**config.mk**
```make
export PLATFORM = sky130hd
export DESIGN_NAME = nand_host_fe
export DESIGN_NICKNAME = d
export VERILOG_FILES = /design/src/rtl/nhf_pkg.sv /design/src/rtl/nhf_sync.sv /design/src/rtl/nhf_wbuf.sv /design/src/rtl/nhf_strobe.sv /design/src/rtl/nand_host_fe.sv
export SDC_FILE = /design/constraint.sdc
export NUM_CORES = 1
export LEC_CHECK = 0
export ABC_AREA = 1
export CAP_MARGIN = 15
export CORE_ASPECT_RATIO = 1.75
export CORE_MARGIN = 3
export CORE_UTILIZATION = 45
export DETAILED_ROUTE_END_ITERATION = 8
export GPL_ROUTABILITY_DRIVEN = 1
export PLACE_DENSITY = 0.64
export SLEW_MARGIN = 20
export SYNTH_ARGS = -nofsm -noshare
export SYNTH_HDL_FRONTEND = slang
export SYNTH_SLANG_ARGS = --single-unit
export TNS_END_PERCENT = 100
```
**constraint.sdc**
```tcl
create_clock -name clk_i -period 2.7 [get_ports clk_i]
set_input_delay 0.405 -clock clk_i [delete_from_list [all_inputs] [get_ports clk_i]]
set_output_delay 0.405 -clock clk_i [all_outputs]
set_load 0.01 [all_outputs]
```
**src/rtl/nhf_pkg.sv**
```systemverilog
package nhf_pkg;
  // Entry kinds; the encoding equals the low two bits of the queue register offset
  typedef enum logic [1:0] {
    K_CMD  = 2'b00,
    K_ADDR = 2'b01,
    K_DWR  = 2'b10,
    K_RREQ = 2'b11
  } ent_kind_e;

  typedef struct packed {
    ent_kind_e   kind;
    logic [7:0]  val;
  } wb_ent_t;

  localparam int RA_W = 4;
  localparam logic [RA_W-1:0] RA_CTRL = 4'd0;
  localparam logic [RA_W-1:0] RA_STAT = 4'd1;
  localparam logic [RA_W-1:0] RA_EVT  = 4'd2;
  localparam logic [RA_W-1:0] RA_MASK = 4'd3;
  localparam logic [RA_W-1:0] RA_RDAT = 4'd8;
  localparam logic [RA_W-1:0] RA_ECCR = 4'd9;

  localparam int EV_NBSY  = 0;
  localparam int EV_OVF   = 1;
  localparam int EV_EDGE  = 2;
  localparam int EV_RDRDY = 3;
  localparam int EV_WDONE = 4;
  localparam int EV_W     = 5;

  localparam int CT_W  = 10;
  localparam int DLY_W = 4;
endpackage

```
**src/rtl/nhf_sync.sv**
```systemverilog
module nhf_sync (
  input  logic clk_i,
  input  logic rst_n_i,
  input  logic async_i,
  output logic level_o,
  output logic rise_o
);
  logic s1_q, s2_q, s3_q;

  // Reset to 1: the device is assumed ready, so no edge is reported at start-up
  always_ff @(posedge clk_i or negedge rst_n_i) begin
    if (!rst_n_i) begin
      s1_q <= 1'b1;
      s2_q <= 1'b1;
      s3_q <= 1'b1;
    end else begin
      s1_q <= async_i;
      s2_q <= s1_q;
      s3_q <= s2_q;
    end
  end

  assign level_o = s2_q;
  assign rise_o  = s2_q & ~s3_q;
endmodule

```
**src/rtl/nhf_wbuf.sv**
```systemverilog
module nhf_wbuf
  import nhf_pkg::*;
#(
  parameter int DEPTH = 4
) (
  input  logic    clk_i,
  input  logic    rst_n_i,
  input  logic    push_i,
  input  wb_ent_t push_ent_i,
  input  logic    pop_i,
  output wb_ent_t head_o,
  output logic    full_o,
  output logic    empty_o,
  output logic    has_dwr_o,
  output logic    has_rreq_o
);
  localparam int PW = (DEPTH > 1) ? $clog2(DEPTH) : 1;
  localparam int CW = $clog2(DEPTH + 1);

  logic [PW-1:0]    wp_q, wp_d, rp_q, rp_d;
  logic [CW-1:0]    cnt_q, cnt_d;
  logic [DEPTH-1:0] vld_q, vld_d;
  logic [DEPTH-1:0] dwr_hit, rrq_hit;
  wb_ent_t          mem_q [DEPTH];
  logic             push_ok, pop_ok;

  function automatic logic [PW-1:0] ptr_inc(input logic [PW-1:0] p);
    return (p == PW'(DEPTH - 1)) ? '0 : p + PW'(1);
  endfunction

  assign full_o  = (cnt_q == CW'(DEPTH));
  assign empty_o = (cnt_q == '0);
  assign push_ok = push_i & ~full_o;
  assign pop_ok  = pop_i & ~empty_o;
  assign head_o  = mem_q[rp_q];

  always_comb begin
    wp_d  = wp_q;
    rp_d  = rp_q;
    cnt_d = cnt_q;
    vld_d = vld_q;
    if (pop_ok) begin
      rp_d        = ptr_inc(rp_q);
      vld_d[rp_q] = 1'b0;
    end
    if (push_ok) begin
      wp_d        = ptr_inc(wp_q);
      vld_d[wp_q] = 1'b1;
    end
    if (push_ok && !pop_ok)      cnt_d = cnt_q + CW'(1);
    else if (!push_ok && pop_ok) cnt_d = cnt_q - CW'(1);
  end

  always_ff @(posedge clk_i or negedge rst_n_i) begin
    if (!rst_n_i) begin
      wp_q  <= '0;
      rp_q  <= '0;
      cnt_q <= '0;
      vld_q <= '0;
    end else begin
      wp_q  <= wp_d;
      rp_q  <= rp_d;
      cnt_q <= cnt_d;
      vld_q <= vld_d;
    end
  end

  // Storage carries no reset; the valid bits qualify it
  always_ff @(posedge clk_i) begin
    if (push_ok) mem_q[wp_q] <= push_ent_i;
  end

  for (genvar g = 0; g < DEPTH; g++) begin : g_slot
    assign dwr_hit[g] = vld_q[g] && (mem_q[g].kind == K_DWR);
    assign rrq_hit[g] = vld_q[g] && (mem_q[g].kind == K_RREQ);
  end

  assign has_dwr_o  = |dwr_hit;
  assign has_rreq_o = |rrq_hit;

  AST_NO_OVERFLOW: assert property (@(posedge clk_i) disable iff (!rst_n_i)
    (push_i && full_o && !pop_i) |=> (full_o && $stable(wp_q)));

  AST_COUNT_MATCH: assert property (@(posedge clk_i) disable iff (!rst_n_i)
    ($countones(vld_q) == int'(cnt_q)));
endmodule

```
**src/rtl/nhf_strobe.sv**
```systemverilog
module nhf_strobe
  import nhf_pkg::*;
(
  input  logic             clk_i,
  input  logic             rst_n_i,
  input  logic [DLY_W-1:0] wr_dly_i,
  input  logic [DLY_W-1:0] rd_dly_i,
  input  logic             ready_i,
  input  wb_ent_t          head_i,
  input  logic             empty_i,
  output logic             pop_o,
  output logic             busy_o,
  output logic             cur_dwr_o,
  output logic             cur_rreq_o,
  output logic             wr_done_o,
  output logic             rd_done_o,
  output logic [7:0]       rd_byte_o,
  output logic             we_n_o,
  output logic             re_n_o,
  output logic             cle_o,
  output logic             ale_o,
  output logic [7:0]       dq_o,
  output logic             dq_oe_o,
  input  logic [7:0]       dq_i
);
  typedef enum logic [2:0] {S_IDLE, S_WLO, S_WHI, S_RLO, S_RHI} seq_st_e;

  seq_st_e          st_q, st_d;
  logic [DLY_W-1:0] cnt_q, cnt_d;
  wb_ent_t          ent_q, ent_d;
  logic [7:0]       rbyte_q, rbyte_d;
  logic             rdone_q, rdone_d, wdone_q, wdone_d;
  logic             wphase;

  always_comb begin
    st_d    = st_q;
    cnt_d   = cnt_q;
    ent_d   = ent_q;
    rbyte_d = rbyte_q;
    rdone_d = 1'b0;
    wdone_d = 1'b0;
    pop_o   = 1'b0;
    unique case (st_q)
      S_IDLE: begin
        if (!empty_i) begin
          if (head_i.kind == K_RREQ) begin
            if (ready_i) begin
              pop_o = 1'b1;
              ent_d = head_i;
              cnt_d = rd_dly_i;
              st_d  = S_RLO;
            end
          end else begin
            pop_o = 1'b1;
            ent_d = head_i;
            cnt_d = wr_dly_i;
            st_d  = S_WLO;
          end
        end
      end
      S_WLO: begin
        if (cnt_q == '0) st_d = S_WHI;
        else             cnt_d = cnt_q - DLY_W'(1);
      end
      S_WHI: begin
        wdone_d = (ent_q.kind == K_DWR);
        st_d    = S_IDLE;
      end
      S_RLO: begin
        if (cnt_q == '0) begin
          rbyte_d = dq_i;
          rdone_d = 1'b1;
          st_d    = S_RHI;
        end else begin
          cnt_d = cnt_q - DLY_W'(1);
        end
      end
      S_RHI:   st_d = S_IDLE;
      default: st_d = S_IDLE;
    endcase
  end

  always_ff @(posedge clk_i or negedge rst_n_i) begin
    if (!rst_n_i) begin
      st_q    <= S_IDLE;
      cnt_q   <= '0;
      ent_q   <= '0;
      rbyte_q <= '0;
      rdone_q <= 1'b0;
      wdone_q <= 1'b0;
    end else begin
      st_q    <= st_d;
      cnt_q   <= cnt_d;
      ent_q   <= ent_d;
      rbyte_q <= rbyte_d;
      rdone_q <= rdone_d;
      wdone_q <= wdone_d;
    end
  end

  assign wphase     = (st_q == S_WLO) || (st_q == S_WHI);
  assign we_n_o     = (st_q != S_WLO);
  assign re_n_o     = (st_q != S_RLO);
  assign cle_o      = wphase && (ent_q.kind == K_CMD);
  assign ale_o      = wphase && (ent_q.kind == K_ADDR);
  assign dq_oe_o    = wphase;
  assign dq_o       = ent_q.val;
  assign busy_o     = (st_q != S_IDLE);
  assign cur_dwr_o  = wphase && (ent_q.kind == K_DWR);
  assign cur_rreq_o = (st_q == S_RLO) || (st_q == S_RHI);
  assign wr_done_o  = wdone_q;
  assign rd_done_o  = rdone_q;
  assign rd_byte_o  = rbyte_q;

  // Checker state: measured strobe widths against the delay latched at start
  logic [DLY_W:0]   chk_wlen_q, chk_rlen_q;
  logic [DLY_W-1:0] chk_wdly_q, chk_rdly_q;

  always_ff @(posedge clk_i or negedge rst_n_i) begin
    if (!rst_n_i) begin
      chk_wlen_q <= '0;
      chk_rlen_q <= '0;
      chk_wdly_q <= '0;
      chk_rdly_q <= '0;
    end else begin
      chk_wlen_q <= we_n_o ? '0 : chk_wlen_q + (DLY_W+1)'(1);
      chk_rlen_q <= re_n_o ? '0 : chk_rlen_q + (DLY_W+1)'(1);
      if (pop_o && head_i.kind != K_RREQ) chk_wdly_q <= wr_dly_i;
      if (pop_o && head_i.kind == K_RREQ) chk_rdly_q <= rd_dly_i;
    end
  end

  AST_WE_WIDTH: assert property (@(posedge clk_i) disable iff (!rst_n_i)
    $rose(we_n_o) |-> (chk_wlen_q == {1'b0, chk_wdly_q} + (DLY_W+1)'(1)));

  AST_RE_WIDTH: assert property (@(posedge clk_i) disable iff (!rst_n_i)
    $rose(re_n_o) |-> (chk_rlen_q == {1'b0, chk_rdly_q} + (DLY_W+1)'(1)));

  AST_READ_WAITS: assert property (@(posedge clk_i) disable iff (!rst_n_i)
    (!busy_o && !empty_i && head_i.kind == K_RREQ && !ready_i) |=> re_n_o);

  AST_DQ_HOLD: assert property (@(posedge clk_i) disable iff (!rst_n_i)
    (!we_n_o && !$past(we_n_o)) |-> $stable(dq_o));
endmodule

```
**src/rtl/nand_host_fe.sv**
```systemverilog
module nand_host_fe
  import nhf_pkg::*;
#(
  parameter int WB_DEPTH    = 4,
  parameter int ECC_RST_CYC = 6
) (
  input  logic        clk_i,
  input  logic        rst_n_i,
  input  logic        bus_wr_i,
  input  logic [3:0]  bus_addr_i,
  input  logic [15:0] bus_wdata_i,
  output logic [15:0] bus_rdata_o,
  output logic        irq_o,
  output logic        ecc_rst_o,
  output logic        cfg_wide16_o,
  output logic        cfg_pg512_o,
  output logic        nf_ce_n_o,
  output logic        nf_cle_o,
  output logic        nf_ale_o,
  output logic        nf_we_n_o,
  output logic        nf_re_n_o,
  output logic [7:0]  nf_dq_o,
  output logic        nf_dq_oe_o,
  input  logic [7:0]  nf_dq_i,
  input  logic        nf_rb_i
);
  localparam int EW = $clog2(ECC_RST_CYC + 1);

  // Reset: asserted asynchronously, released after two clock edges
  logic rst_s1_q, rst_s2_q, rst_n;
  always_ff @(posedge clk_i or negedge rst_n_i) begin
    if (!rst_n_i) begin
      rst_s1_q <= 1'b0;
      rst_s2_q <= 1'b0;
    end else begin
      rst_s1_q <= 1'b1;
      rst_s2_q <= rst_s1_q;
    end
  end
  assign rst_n = rst_s2_q;

  logic             rb_lvl, rb_rise;
  logic             q_wr;
  wb_ent_t          push_ent, head;
  logic             wb_full, wb_empty, has_dwr, has_rreq, pop;
  logic             seq_busy, cur_dwr, cur_rreq, wr_done, rd_done;
  logic [7:0]       rd_byte;
  logic [CT_W-1:0]  ctrl_q, ctrl_d;
  logic [EV_W-1:0]  mask_q, mask_d, evt_q, evt_d, evt_set, evt_clr;
  logic             full_d_q;
  logic             eccb_q, eccb_d;
  logic [EW-1:0]    eccc_q, eccc_d;
  logic             wr_ctrl, wr_mask, wr_evt, wr_ecc;
  logic             unused_wdata;

  nhf_sync u_rb_sync (
    .clk_i   (clk_i),
    .rst_n_i (rst_n),
    .async_i (nf_rb_i),
    .level_o (rb_lvl),
    .rise_o  (rb_rise)
  );

  // Offsets 4..7 feed the buffer; the low two bits give the entry kind
  assign q_wr          = bus_wr_i && (bus_addr_i[3:2] == 2'b01);
  assign push_ent.kind = ent_kind_e'(bus_addr_i[1:0]);
  assign push_ent.val  = bus_wdata_i[7:0];

  nhf_wbuf #(.DEPTH(WB_DEPTH)) u_wbuf (
    .clk_i      (clk_i),
    .rst_n_i    (rst_n),
    .push_i     (q_wr),
    .push_ent_i (push_ent),
    .pop_i      (pop),
    .head_o     (head),
    .full_o     (wb_full),
    .empty_o    (wb_empty),
    .has_dwr_o  (has_dwr),
    .has_rreq_o (has_rreq)
  );

  nhf_strobe u_seq (
    .clk_i      (clk_i),
    .rst_n_i    (rst_n),
    .wr_dly_i   (ctrl_q[3:0]),
    .rd_dly_i   (ctrl_q[7:4]),
    .ready_i    (rb_lvl),
    .head_i     (head),
    .empty_i    (wb_empty),
    .pop_o      (pop),
    .busy_o     (seq_busy),
    .cur_dwr_o  (cur_dwr),
    .cur_rreq_o (cur_rreq),
    .wr_done_o  (wr_done),
    .rd_done_o  (rd_done),
    .rd_byte_o  (rd_byte),
    .we_n_o     (nf_we_n_o),
    .re_n_o     (nf_re_n_o),
    .cle_o      (nf_cle_o),
    .ale_o      (nf_ale_o),
    .dq_o       (nf_dq_o),
    .dq_oe_o    (nf_dq_oe_o),
    .dq_i       (nf_dq_i)
  );

  assign wr_ctrl = bus_wr_i && (bus_addr_i == RA_CTRL);
  assign wr_mask = bus_wr_i && (bus_addr_i == RA_MASK);
  assign wr_evt  = bus_wr_i && (bus_addr_i == RA_EVT);
  assign wr_ecc  = bus_wr_i && (bus_addr_i == RA_ECCR);

  always_comb begin
    evt_set           = '0;
    evt_set[EV_NBSY]  = rb_rise;
    evt_set[EV_OVF]   = q_wr && wb_full;
    evt_set[EV_EDGE]  = full_d_q && !wb_full;
    evt_set[EV_RDRDY] = rd_done;
    evt_set[EV_WDONE] = wr_done && !has_dwr;
    evt_clr           = wr_evt ? bus_wdata_i[EV_W-1:0] : '0;
    evt_d             = (evt_q & ~evt_clr) | evt_set;

    ctrl_d = wr_ctrl ? bus_wdata_i[CT_W-1:0] : ctrl_q;
    mask_d = wr_mask ? bus_wdata_i[EV_W-1:0] : mask_q;

    eccb_d = eccb_q;
    eccc_d = eccc_q;
    if (eccb_q) begin
      if (eccc_q == '0) eccb_d = 1'b0;
      else              eccc_d = eccc_q - EW'(1);
    end else if (wr_ecc && bus_wdata_i[0]) begin
      eccb_d = 1'b1;
      eccc_d = EW'(ECC_RST_CYC - 1);
    end
  end

  always_ff @(posedge clk_i or negedge rst_n) begin
    if (!rst_n) begin
      ctrl_q   <= '0;
      mask_q   <= '0;
      evt_q    <= '0;
      full_d_q <= 1'b0;
      eccb_q   <= 1'b0;
      eccc_q   <= '0;
    end else begin
      ctrl_q   <= ctrl_d;
      mask_q   <= mask_d;
      evt_q    <= evt_d;
      full_d_q <= wb_full;
      eccb_q   <= eccb_d;
      eccc_q   <= eccc_d;
    end
  end

  always_comb begin
    bus_rdata_o = '0;
    unique case (bus_addr_i)
      RA_CTRL: bus_rdata_o[CT_W-1:0] = ctrl_q;
      RA_STAT: bus_rdata_o[4:0] = {wb_empty, has_rreq | cur_rreq,
                                   has_dwr | cur_dwr, wb_full, rb_lvl};
      RA_EVT:  bus_rdata_o[EV_W-1:0] = evt_q;
      RA_MASK: bus_rdata_o[EV_W-1:0] = mask_q;
      RA_RDAT: bus_rdata_o[7:0] = rd_byte;
      RA_ECCR: bus_rdata_o[0] = eccb_q;
      default: bus_rdata_o = '0;
    endcase
  end

  assign irq_o        = |(evt_q & mask_q);
  assign ecc_rst_o    = eccb_q;
  assign cfg_wide16_o = ctrl_q[8];
  assign cfg_pg512_o  = ctrl_q[9];
  assign nf_ce_n_o    = !(seq_busy || !wb_empty);
  assign unused_wdata = ^bus_wdata_i[15:CT_W];

  AST_W1C_CLEARS: assert property (@(posedge clk_i) disable iff (!rst_n)
    (wr_evt && bus_wdata_i[EV_RDRDY] && !rd_done) |=> !evt_q[EV_RDRDY]);

  AST_OVF_FLAG: assert property (@(posedge clk_i) disable iff (!rst_n)
    (q_wr && wb_full) |=> evt_q[EV_OVF]);

  AST_CE_COVERS: assert property (@(posedge clk_i) disable iff (!rst_n)
    (!nf_we_n_o || !nf_re_n_o) |-> !nf_ce_n_o);

  AST_ECC_SELF_CLEAR: assert property (@(posedge clk_i) disable iff (!rst_n)
    (eccb_q && eccc_q == '0) |=> !eccb_q);
endmodule

```
; ---- Yosys cells after proc, flatten, opt, wreduce, memory -nomap -nowiden
; Memory sizes are Yosys's and may differ from the RTL's.
; Index checks and enable logic that the tools add are counted.
[op_classes]
add_sub_neg = 6
n_mul = 0
div = 0
order_cmp = 4
eq_ne = 33
shifts = 0
muxes = 43
n_bitwise = 15
n_reduce_logical = 52
[op_table]
columns = cell, count
row1 = two-way mux 3 bit, 10
row2 = "== test 2 bit, second input constant", 12
row3 = logical AND 1 bit, 24
row4 = two-way mux 4 bit, 6
row5 = two-way mux 10 bit, 2
row6 = case mux 4 bit (5 select lines), 1
row7 = two-way mux 1 bit, 14
row8 = AND 5 bit, 2
row9 = logical NOT 3 bit, 3
row10 = case mux 3 bit (3 select lines), 1
row11 = "== test 4 x 2 -> 1 bit, second input constant", 2
row12 = "== test 4 bit, second input constant", 2
row13 = logical NOT 4 bit, 2
row14 = "!= test 2 bit, second input constant", 4
row15 = case mux 4 bit (2 select lines), 1
row16 = AND reduction 4 bit, 2
row17 = OR reduction 4 bit, 2
row18 = "== test 3 x 2 -> 1 bit, second input constant", 2
row19 = "== test 3 bit, second input constant", 2
row20 = logical NOT 1 bit, 6
row21 = "< comparator 2 x 3 -> 1 bit, second input constant", 2
row22 = two-way mux 2 bit, 3
row23 = case mux 1 bit (6 select lines), 1
row24 = case mux 3 bit (2 select lines), 1
row25 = 30 further kinds, 46
[totals]
reg_bits = 68
latchBits = 0
ramBits = 40
mem_bits_ro = 0
in_bits = 32
out_inout_bits = 34
word_cells = 176
mem_count = 1
[memory_table]
columns = memory, words, width, rd, rd_ports_with_merged_regs, write_ports, line_no
row1 = u_wbuf.mem_q, 4, 10, 5, 0, 1, nhf_wbuf.sv:24  ; wb_ent_t mem_q [DEPTH];

; ---- Depth between registers and ports, before layout
; Gate-level depths: netlist (run 1).
[logic_depth]
depth_word = 9
depth_mapped = 16
depth_no_buf = 13

; ---- Hierarchy
; Synthesis (run 1) repeated with hierarchy kept, for this count alone.
[unflattened]
cells_unflattened = 594
hier_area_um2 = 5368.9
[modules_own_cells]
columns = module, instances, cells_per_inst, area_each_um2, seq_area_each_um2
row1 = nhf_wbuf, 1, 200, 2346.0, 1476.4
row2 = nand_host_fe, 1, 217, 1580.3, 675.6
row3 = nhf_strobe, 1, 172, 1353.8, 675.6
row4 = nhf_sync, 1, 5, 88.8, 78.8

; ---- Least setup slack after synthesis (run 1)
; Ideal clock, no wire load.
[synth_path]
path_type = register to register
start = register u_wbuf.rp_q[0]
end = register u_wbuf.cnt_q[2]
setup_time_ns = 0.131
arrival_time_ns = 2.265
required_ns = 2.569
slack_ns = 0.304
stages_incl_launch_ff = 17
path_buffers = 3
synth_period_minus_slack_ns = 2.396
path_cell_list = dfrtp_1 inv_2 buf_6 nand2_2 nand3_2 nand2_2 nor2_2 nand2_4 nand3_2 buf_6 buf_6 ha_1 inv_1 fa_1 a21oi_1 o21ai_0 xor2_1
[synth_between]
elab_chain_cells = 9
elab_cells_between_ends = 11
cone_classes = eq/ne: 1 / mux: 4 / bitwise: 1 / reduce/logical: 4 / memory: 1
[synth_lines]
columns = element, line_no
row1 = from (decl), nhf_wbuf.sv:20  ; logic [PW-1:0] wp_q, wp_d, rp_q, rp_d;
row2 = from (signal assigned), nhf_wbuf.sv:62  ; rp_q <= rp_d;
row3 = memory (4 x 10 bit) (*), -
row4 = == test 2 bit (*), nhf_strobe.sv:46  ; if (head_i.kind == K_RREQ) begin
row5 = two-way mux 1 bit (*), nhf_strobe.sv:46
row6 = two-way mux 1 bit (*), nhf_strobe.sv:45  ; if (!empty_i) begin
row7 = two-way mux 1 bit (*), nhf_strobe.sv:43  ; unique case (st_q)
row8 = AND 1 bit (*), nhf_wbuf.sv:34  ; assign pop_ok = pop_i & ~empty_o;
row9 = logical NOT 1 bit, nhf_wbuf.sv:50  ; if (push_ok && !pop_ok) cnt_d = cnt_q + CW'(1);
row10 = logical AND 1 bit, nhf_wbuf.sv:50
row11 = two-way mux 3 bit / nonzero test 2 bit (equally long branches), -
row12 = to (signal assigned), nhf_wbuf.sv:63  ; cnt_q <= cnt_d;
row13 = to (decl), nhf_wbuf.sv:21  ; logic [CW-1:0] cnt_q, cnt_d;
; Mark *: on every way between the ends. The rest lies on a longest branch, timed or not.
; A chain may end at the register's enable or synchronous reset.

; ---- Worst setup path after layout (run 1)
[layout_path]
start = input bus_addr_i[3]
end = output bus_rdata_o[1]
[layout_between]
elab_chain_cells = 2
elab_cells_between_ends = 6
cone_classes = eq/ne: 4 / mux: 1 / reduce/logical: 1
[layout_lines]
columns = element, line_no
row1 = from (decl), nand_host_fe.sv:10  ; input logic [3:0] bus_addr_i,
row2 = "== test 4 bit, or another cell as far along", nand_host_fe.sv:155  ; unique case (bus_addr_i)
row3 = case mux 4 bit (5 select lines) (*), nand_host_fe.sv:155
row4 = to (decl), nand_host_fe.sv:12  ; output logic [15:0] bus_rdata_o,
; Marks and branches as above.

==> results of run 1 <==
==> power groups by stage <==
stage | registers (mW) | clock network, mW | logic [mW]
2_1_floorplan | 2.37 | 0 | 1.71
3_3_place_gp | 2.42 | 0 | 2.34
6_report | 2.41 | 1.29 | 2.42
5_1_grt | 2.46 | 1.39 | 2.79
3_5_place_dp | 2.43 | 0 | 2.41
4_1_cts | 2.40 | 1.32 | 2.43
==> stage by stage <==
stage               hold slack [ns]  setup WS, ns   util  setup TNS (ns)
finish                        0.207         0.171  0.569               0
global route                  0.194        0.0125  0.569               0
CTS                           0.199        0.0156  0.565               0
detailed placement            0.309        -0.175  0.538          -0.553
global placement              0.300        -0.131  0.538          -0.462
floorplan                     0.109         0.304      -               0
==> repair_timing <==
action                     in CTS  in global routing
gates resized for setup         6                 13
setup endpoints to repair       8                  9
hold buffers                    0                  0
==> layout make-up <==
type | count | area share
multi-input cells | 355 | 0.291
clock buffers | 9 | 0.0363
flip-flops and latches | 108 | 0.469
well taps | 130 | 0.0262
inverters | 72 | 0.0440
clock inverters | 7 | 0.0105
repair buffers | 80 | 0.123
==> cell families (layout without fill, tap and decap cells) <==
group | after synthesis | count (layout) | share of synthesized area
AOI/OAI and AO/OA | 89 | 89 | 0.100
buffers and inverters | 97 | 168 | 0.0866
DFF | 108 | 108 | 0.570
and+or+nand+nor | 241 | 241 | 0.199
muxes | 1 | 1 | 0.00221
adders and majority gates | 13 | 13 | 0.0334
xor gates and xnor gates | 4 | 4 | 0.00687
other | 2 | 7 | 0.00147
==> registers in the layout, indices dropped and copies added (netlist names), 4 cells and up <==
| signal | flops |
|---|---|
| ctrl_q | 10 |
| evt_q | 5 |
| mask_q | 5 |
| u_seq.cnt_q | 4 |
| u_seq.dq_o | 8 |
| u_seq.rd_byte_o | 8 |
| u_wbuf.mem_q | 40 |
| u_wbuf.vld_q | 4 |
==> layout by cell type, fill, tap and decap left out, types with 3 or more instances in the layout <==
master	count
dfrtp_1	64
clkbuf_16	9
nand4_1	4
o22ai_1	11
o21ai_0	51
edfxtp_1	40
nor2_4	3
ha_1	12
conb_1	7
nor2_2	4
nor2_1	45
nand3_1	31
nor3_1	5
inv_6	3
dfstp_2	3
clkdlybuf4s50_1	43
xor2_1	3
dlygate4sd2_1	3
dlymetal6s2s_1	7
inv_1	69
o21ai_2	6
buf_4	26
nand3_2	3
a21oi_1	10
nand2_1	140
==> path summary, 6_finish.rpt <==
check / startpoint / endpoint / slack (ns) / cells past startpoint
max in group asynchronous: rst_n / u_rb_sync.s3_q / 2.08 / 1
max: bus_addr_i[3] / bus_rdata_o[1] / 0.17 / 8
min: rst_n_i / rst_s1_q / 0.21 / 1
max reg2reg: u_wbuf.rp_q[0] / u_wbuf.cnt_q[2] / 0.31 / 13
min reg2reg: rst_n / ctrl_q[3] / 0.30 / 1
min in group clk_i: u_rb_sync.s1_q / u_rb_sync.level_o / 0.36 / 0
==> worst max-delay path, delay by kind of cell <==
kind	cells	cell delay, ns
buf+inv	4	1.28
compound gates	2	0.31
simple gates	2	0.14
==> layer usage <==
metal,share of wire,global-route usage,up-vias
met3,0.035,0.0320,25
met5,0,0,-
met1,0.38,0.227,1860
met2,0.56,0.366,97
li1,-,-,1933
met4,0.030,0.0889,0
==> impl_metrics.yaml, run 1 <==
cells_and_area:
  layout-drive-gt1-share: 0.116
  antenna_cells: 0
  seqCellArea_um2: 2910
  layout.cells.non_filler: 761
  syn2layout_area_growth_pct: 21.6
  n_fill_cell: 961
  multi_input_area_um2: 1810
  design_area_um2: 6200
  fin_nets: 671
yosys:
  synth.area.top_cells: "dfrtp_1, edfxtp_1, nand2_1, o21ai_0, inv_1"
  ys.flop_type: "dfrtp_1"
  yosysWarnings: 0
  synthCells: 555
  synth_cell_type_count: 36
  syn_area_um2: 5100
  avgSynthCellArea_um2: 9.18
  yosysTopAreaCell: "dfrtp_1"
  synth_edf_count: 40
  async_reset_ff_frac: 0.630
  yosys_register_bits: 108
  yosys-top-cells-count: "nand2_1, inv_1, dfrtp_1"
  synth_top_cell_area_share: 0.319
  yosysSeqAreaShare: 0.570
  yosysMostFrequentCell: "nand2_1"
setup_path:
  cp-start-kind: "input pin"
  crit_chain: "clkdlybuf4s50_1 > nor2_4 > nand2_1 > inv_1 > buf_4 > a22oi_1 > o2111ai_1 > clkdlybuf4s50_1"
  required_ns: 2.30
  cp_max_fo: 5
  worst-setup-path-type: "in -> out"
  worst_path_most_repeated_cell: "clkdlybuf4s50_1"
  end_kind: "output pin"
  worstPathArrival_ns: 2.12
  slowest_delay_ns: 0.54
  crit_slowest_cell: "clkdlybuf4s50_1"
pwr:
  comb_power_share: 0.396
  switching_share: 0.389
  finalPower_mw: 6.12
  p_sw_mw: 2.38
  power.density_nw_per_um2: 987
  clkPwrFrac: 0.211
  leakagePower_nw: 2.97
  vdd_drop_max_mv: 0.461
  intPower_mw: 3.74
  seqPwrFrac: 0.394
place:
  place_hpwl_um: 8770
  dp.cells: 745
  place.gp.congestion: 0.939
  dpl_cell_area_um2: 5850
  port_buffers: 53
grt:
  grt.total_usage: 0.202
  antenna_found_initial: 0
  grt_overflow: 0
  grt_max_degree: 67
  grt_pass1_wl_um: 19800
  grt_pass1_vias: 4033
route:
  wl_per_cell_um: 15.6
  first_pass_iters: 5
  drtIter0Drc: 149
  num_vias: 3915
  drcViolationCount: 0
  viasPerCell: 5.14
  drt_wl_total_um: 11800
  ant_nets: 0
timing:
  max_freq_ghz: 0.395
  skew_ns: 0.00807
  max-slew-margin-rel: 0.540
  rsz0062_at_grt: "false"
  tightest_slew_ns: 0.689
  finalMaxSlewViolations: 0
  period_share: 0.937
  final-setup-viol-count: 0
  fin_crit_ns: 2.53
  hold_violations: 0
floorplanning:
  start_util: 0.468
  core_area_um2: 10900
  pin_count: 66
  die_area_um2: 12700
  std_cell_rows: 50
  die_w_um: 86.5
  die_h_um: 147
clock_network:
  clock_sinks: 108
  clk_pin_slew_ns: 0.08
  cts_root_buffer: "clkbuf_16"
  cts_tree: "done"
  cts_made_buffers: 9
  worstSkewPairLatency_ns: 0.35
  postCtsSetupBuffers: 0
  ctsHtreeMaxLevel: 3
  clk_path_buf_depth: 2
min_path:
  hp-class: "in -> async"
run_status:
  outcome: "completed"
run:
  cap_viol_max_count: 0
No activity file was read; power rests on OpenSTA's default activity.
==> inputs of run 2 (changes only) <==
- ABC_AREA: 1 -> 0
- CORE_UTILIZATION: 45 -> 30
- CTS_CLUSTER_SIZE: unset -> 8
- PLACE_DENSITY: 0.64 -> 0.46
==> impl_metrics.yaml, run 2 <==
yosys:
  yosysMostFrequentCell: "dfrtp_1"
  yosys_register_bits: 108
  ys.flop_type: "dfrtp_1"
  async_reset_ff_frac: 0.630
  synth_edf_count: 40
  yosysTopAreaCell: "dfrtp_1"
  yosys-top-cells-count: "dfrtp_1, nand2_1, edfxtp_1"
  avgSynthCellArea_um2: 12.8
  syn_area_um2: 4940
  yosysWarnings: 0
  synthCells: 387
  yosysSeqAreaShare: 0.589
  synth.area.top_cells: "dfrtp_1, edfxtp_1, mux2_2, mux4_2, nand2_1"
  synth_cell_type_count: 55
  synth_top_cell_area_share: 0.329
grt:
  grt_overflow: 0
  grt_max_degree: 67
  grt_pass1_wl_um: 19100
  grt.total_usage: 0.140
  grt_pass1_vias: 3461
  antenna_found_initial: 0
floorplanning:
  die_area_um2: 18100
  die_w_um: 103
  start_util: 0.308
  std_cell_rows: 61
  die_h_um: 176
  core_area_um2: 16000
  pin_count: 66
setup_path:
  cp_max_fo: 7
  end_kind: "output pin"
  required_ns: 2.30
  worstPathArrival_ns: 2.19
  worst-setup-path-type: "reg -> out"
  cp-start-kind: "flop"
  slowest_delay_ns: 0.60
  crit_slowest_cell: "clkdlybuf4s50_1"
  crit_chain: "or3_1 > nor2b_1 > clkdlybuf4s50_1"
timing:
  fin_crit_ns: 2.60
  holdWs_ns: 0.219
  max-slew-margin-rel: 0.630
  period_share: 0.962
  hold_violations: 0
  tightest_slew_ns: 0.553
  final-setup-viol-count: 0
  skew_ns: 0.00676
  max_freq_ghz: 0.385
  rsz0062_at_grt: "false"
  finalMaxSlewViolations: 0
  setup_ws_ns: 0.103
pwr:
  comb_power_share: 0.371
  p_sw_mw: 2.04
  vdd_drop_max_mv: 0.335
  intPower_mw: 4.02
  leakagePower_nw: 2.62
  power.density_nw_per_um2: 978
  switching_share: 0.337
  clkPwrFrac: 0.220
  seqPwrFrac: 0.410
route:
  met3_length_um: 329
  highest_layer: "met4"
  wl_per_cell_um: 18.1
  first_pass_iters: 4
  wl_met2_um: 6680
  drtIter0Drc: 96
  ant_nets: 0
  wl_met1_um: 4710
  viasPerCell: 4.92
  drt_wl_total_um: 11900
  drcViolationCount: 0
  num_vias: 3230
clock_network:
  clk_path_buf_depth: 2
  cts_root_buffer: "clkbuf_16"
  worstSkewPairLatency_ns: 0.34
  clk_pin_slew_ns: 0.07
  clock_sinks: 108
  postCtsSetupBuffers: 0
  ctsHtreeMaxLevel: 3
  cts_tree: "done"
  cts_made_buffers: 9
cells_and_area:
  largest_reg_flops: 40
  fin_nets: 507
  syn2layout_area_growth_pct: 25.4
  top_regs: "u_wbuf.mem_q x40, ctrl_q x10"
  layout-drive-gt1-share: 0.197
  n_fill_cell: 1557
  finish.utilization: 0.386
  layout.cells.non_filler: 656
  largest_register: "u_wbuf.mem_q"
  antenna_cells: 0
  final_cell_mix: "dfrtp_1, nand2_1, clkdlybuf4s50_1"
  final_common_cell: "dfrtp_1"
place:
  place_ws_ns: -0.0800
  port_buffers: 53
  place.gp.congestion: 0.818
  place_hpwl_um: 8780
  dp.cells: 640
run:
  cap_viol_max_count: 0
run_status:
  outcome: "completed"
min_path:
  hp-class: "in -> async"
run 2: cell count changes after synthesis, sizes merged, moves of 6 or more:
cell | before | now
mux2i | 0 | 12
inv | 71 | 16
nor2 | 52 | 20
mux4 | 0 | 11
nand2 | 143 | 57
mux2 | 1 | 25
o22ai | 11 | 3
a21o | 0 | 7
o21ai | 58 | 7
nand3 | 34 | 4
and2 | 0 | 6
a21oi | 10 | 4
run 2: final cells by class:
type	count	area [um^2]	area share
clock buffer	12	246	0.0398
clock inverter	4	50.0	0.00808
inverter	16	60.1	0.00970
multi-input combinational	242	1860	0.301
sequential	108	2910	0.470
tap	189	236	0.0382
timing repair buffer	85	830	0.134
run 2: cell families (layout without fill, tap and decap cells):
kind of cell / after synthesis / in the layout / share of synthesized area
other: 2 / 7 / 0.00152
XOR/XNOR: 5 / 5 / 0.00887
flip-flops: 108 / 108 / 0.589
AND/OR/NAND/NOR: 120 / 120 / 0.114
adder cells (fa/ha/maj): 13 / 13 / 0.0345
buffers and inverters: 42 / 117 / 0.0446
AO/OA/AOI/OAI: 49 / 49 / 0.0760
multiplexers: 48 / 48 / 0.132
run 2: final timing paths:
| kind | from | endpoint | slack, ns | cells after the start |
|---|---|---|---|---|
| max in group asynchronous | rst_n | u_rb_sync.s3_q | 2.06 | 1 |
| min in group clk_i | rst_s1_q | rst_n | 0.35 | 0 |
| max reg2reg | u_wbuf.rp_q[0] | u_wbuf.cnt_q[1] | 0.17 | 7 |
| max | u_seq.st_q[1] | nf_ce_n_o | 0.10 | 3 |
| min | rst_n_i | rst_s1_q | 0.22 | 1 |
| min reg2reg | rst_n | u_wbuf.cnt_q[2] | 0.26 | 1 |
run 2: power groups by stage:
stage	Combinational [mW]	Clock [mW]	Sequential, mW
2_1_floorplan	1.54	0	2.42
3_3_place_gp	2.24	0	2.51
3_5_place_dp	2.29	0	2.52
4_1_cts	2.29	1.37	2.49
5_1_grt	2.51	1.44	2.54
6_report	2.24	1.33	2.48
run 2: layer usage:
| layer | vias up | GRT usage |
|---|---|---|
| li1 | 1526 | - |
| met1 | 1630 | 0.160 |
| met2 | 63 | 0.256 |
| met3 | 11 | 0.0234 |
| met4 | 0 | 0.0486 |
| met5 | - | 0 |
run 2: through the flow:
stage | area (um^2) | total power, mW | setup TNS [ns]
6_report | 6190 | 6.06 | 0
3_3_place_gp | 5870 | 4.75 | -0.217
2_1_floorplan | 4970 | 3.96 | 0
5_1_grt | 6190 | 6.50 | 0
4_1_cts | 6170 | 6.15 | 0
3_5_place_dp | 5870 | 4.80 | -0.172
run 2: what timing repair did:
action,4_1_cts,5_1_grt
gates cloned,0,0
hold buffers,0,0
resized for setup,2,6
setup endpoints to repair,3,4
run 2: critical path, delay by kind of cell, from the launching register on:
family,cells,cell delay [ns]
DFF,1,0.46
buffers and inverters,1,0.60
and+or+nand+nor,2,0.79
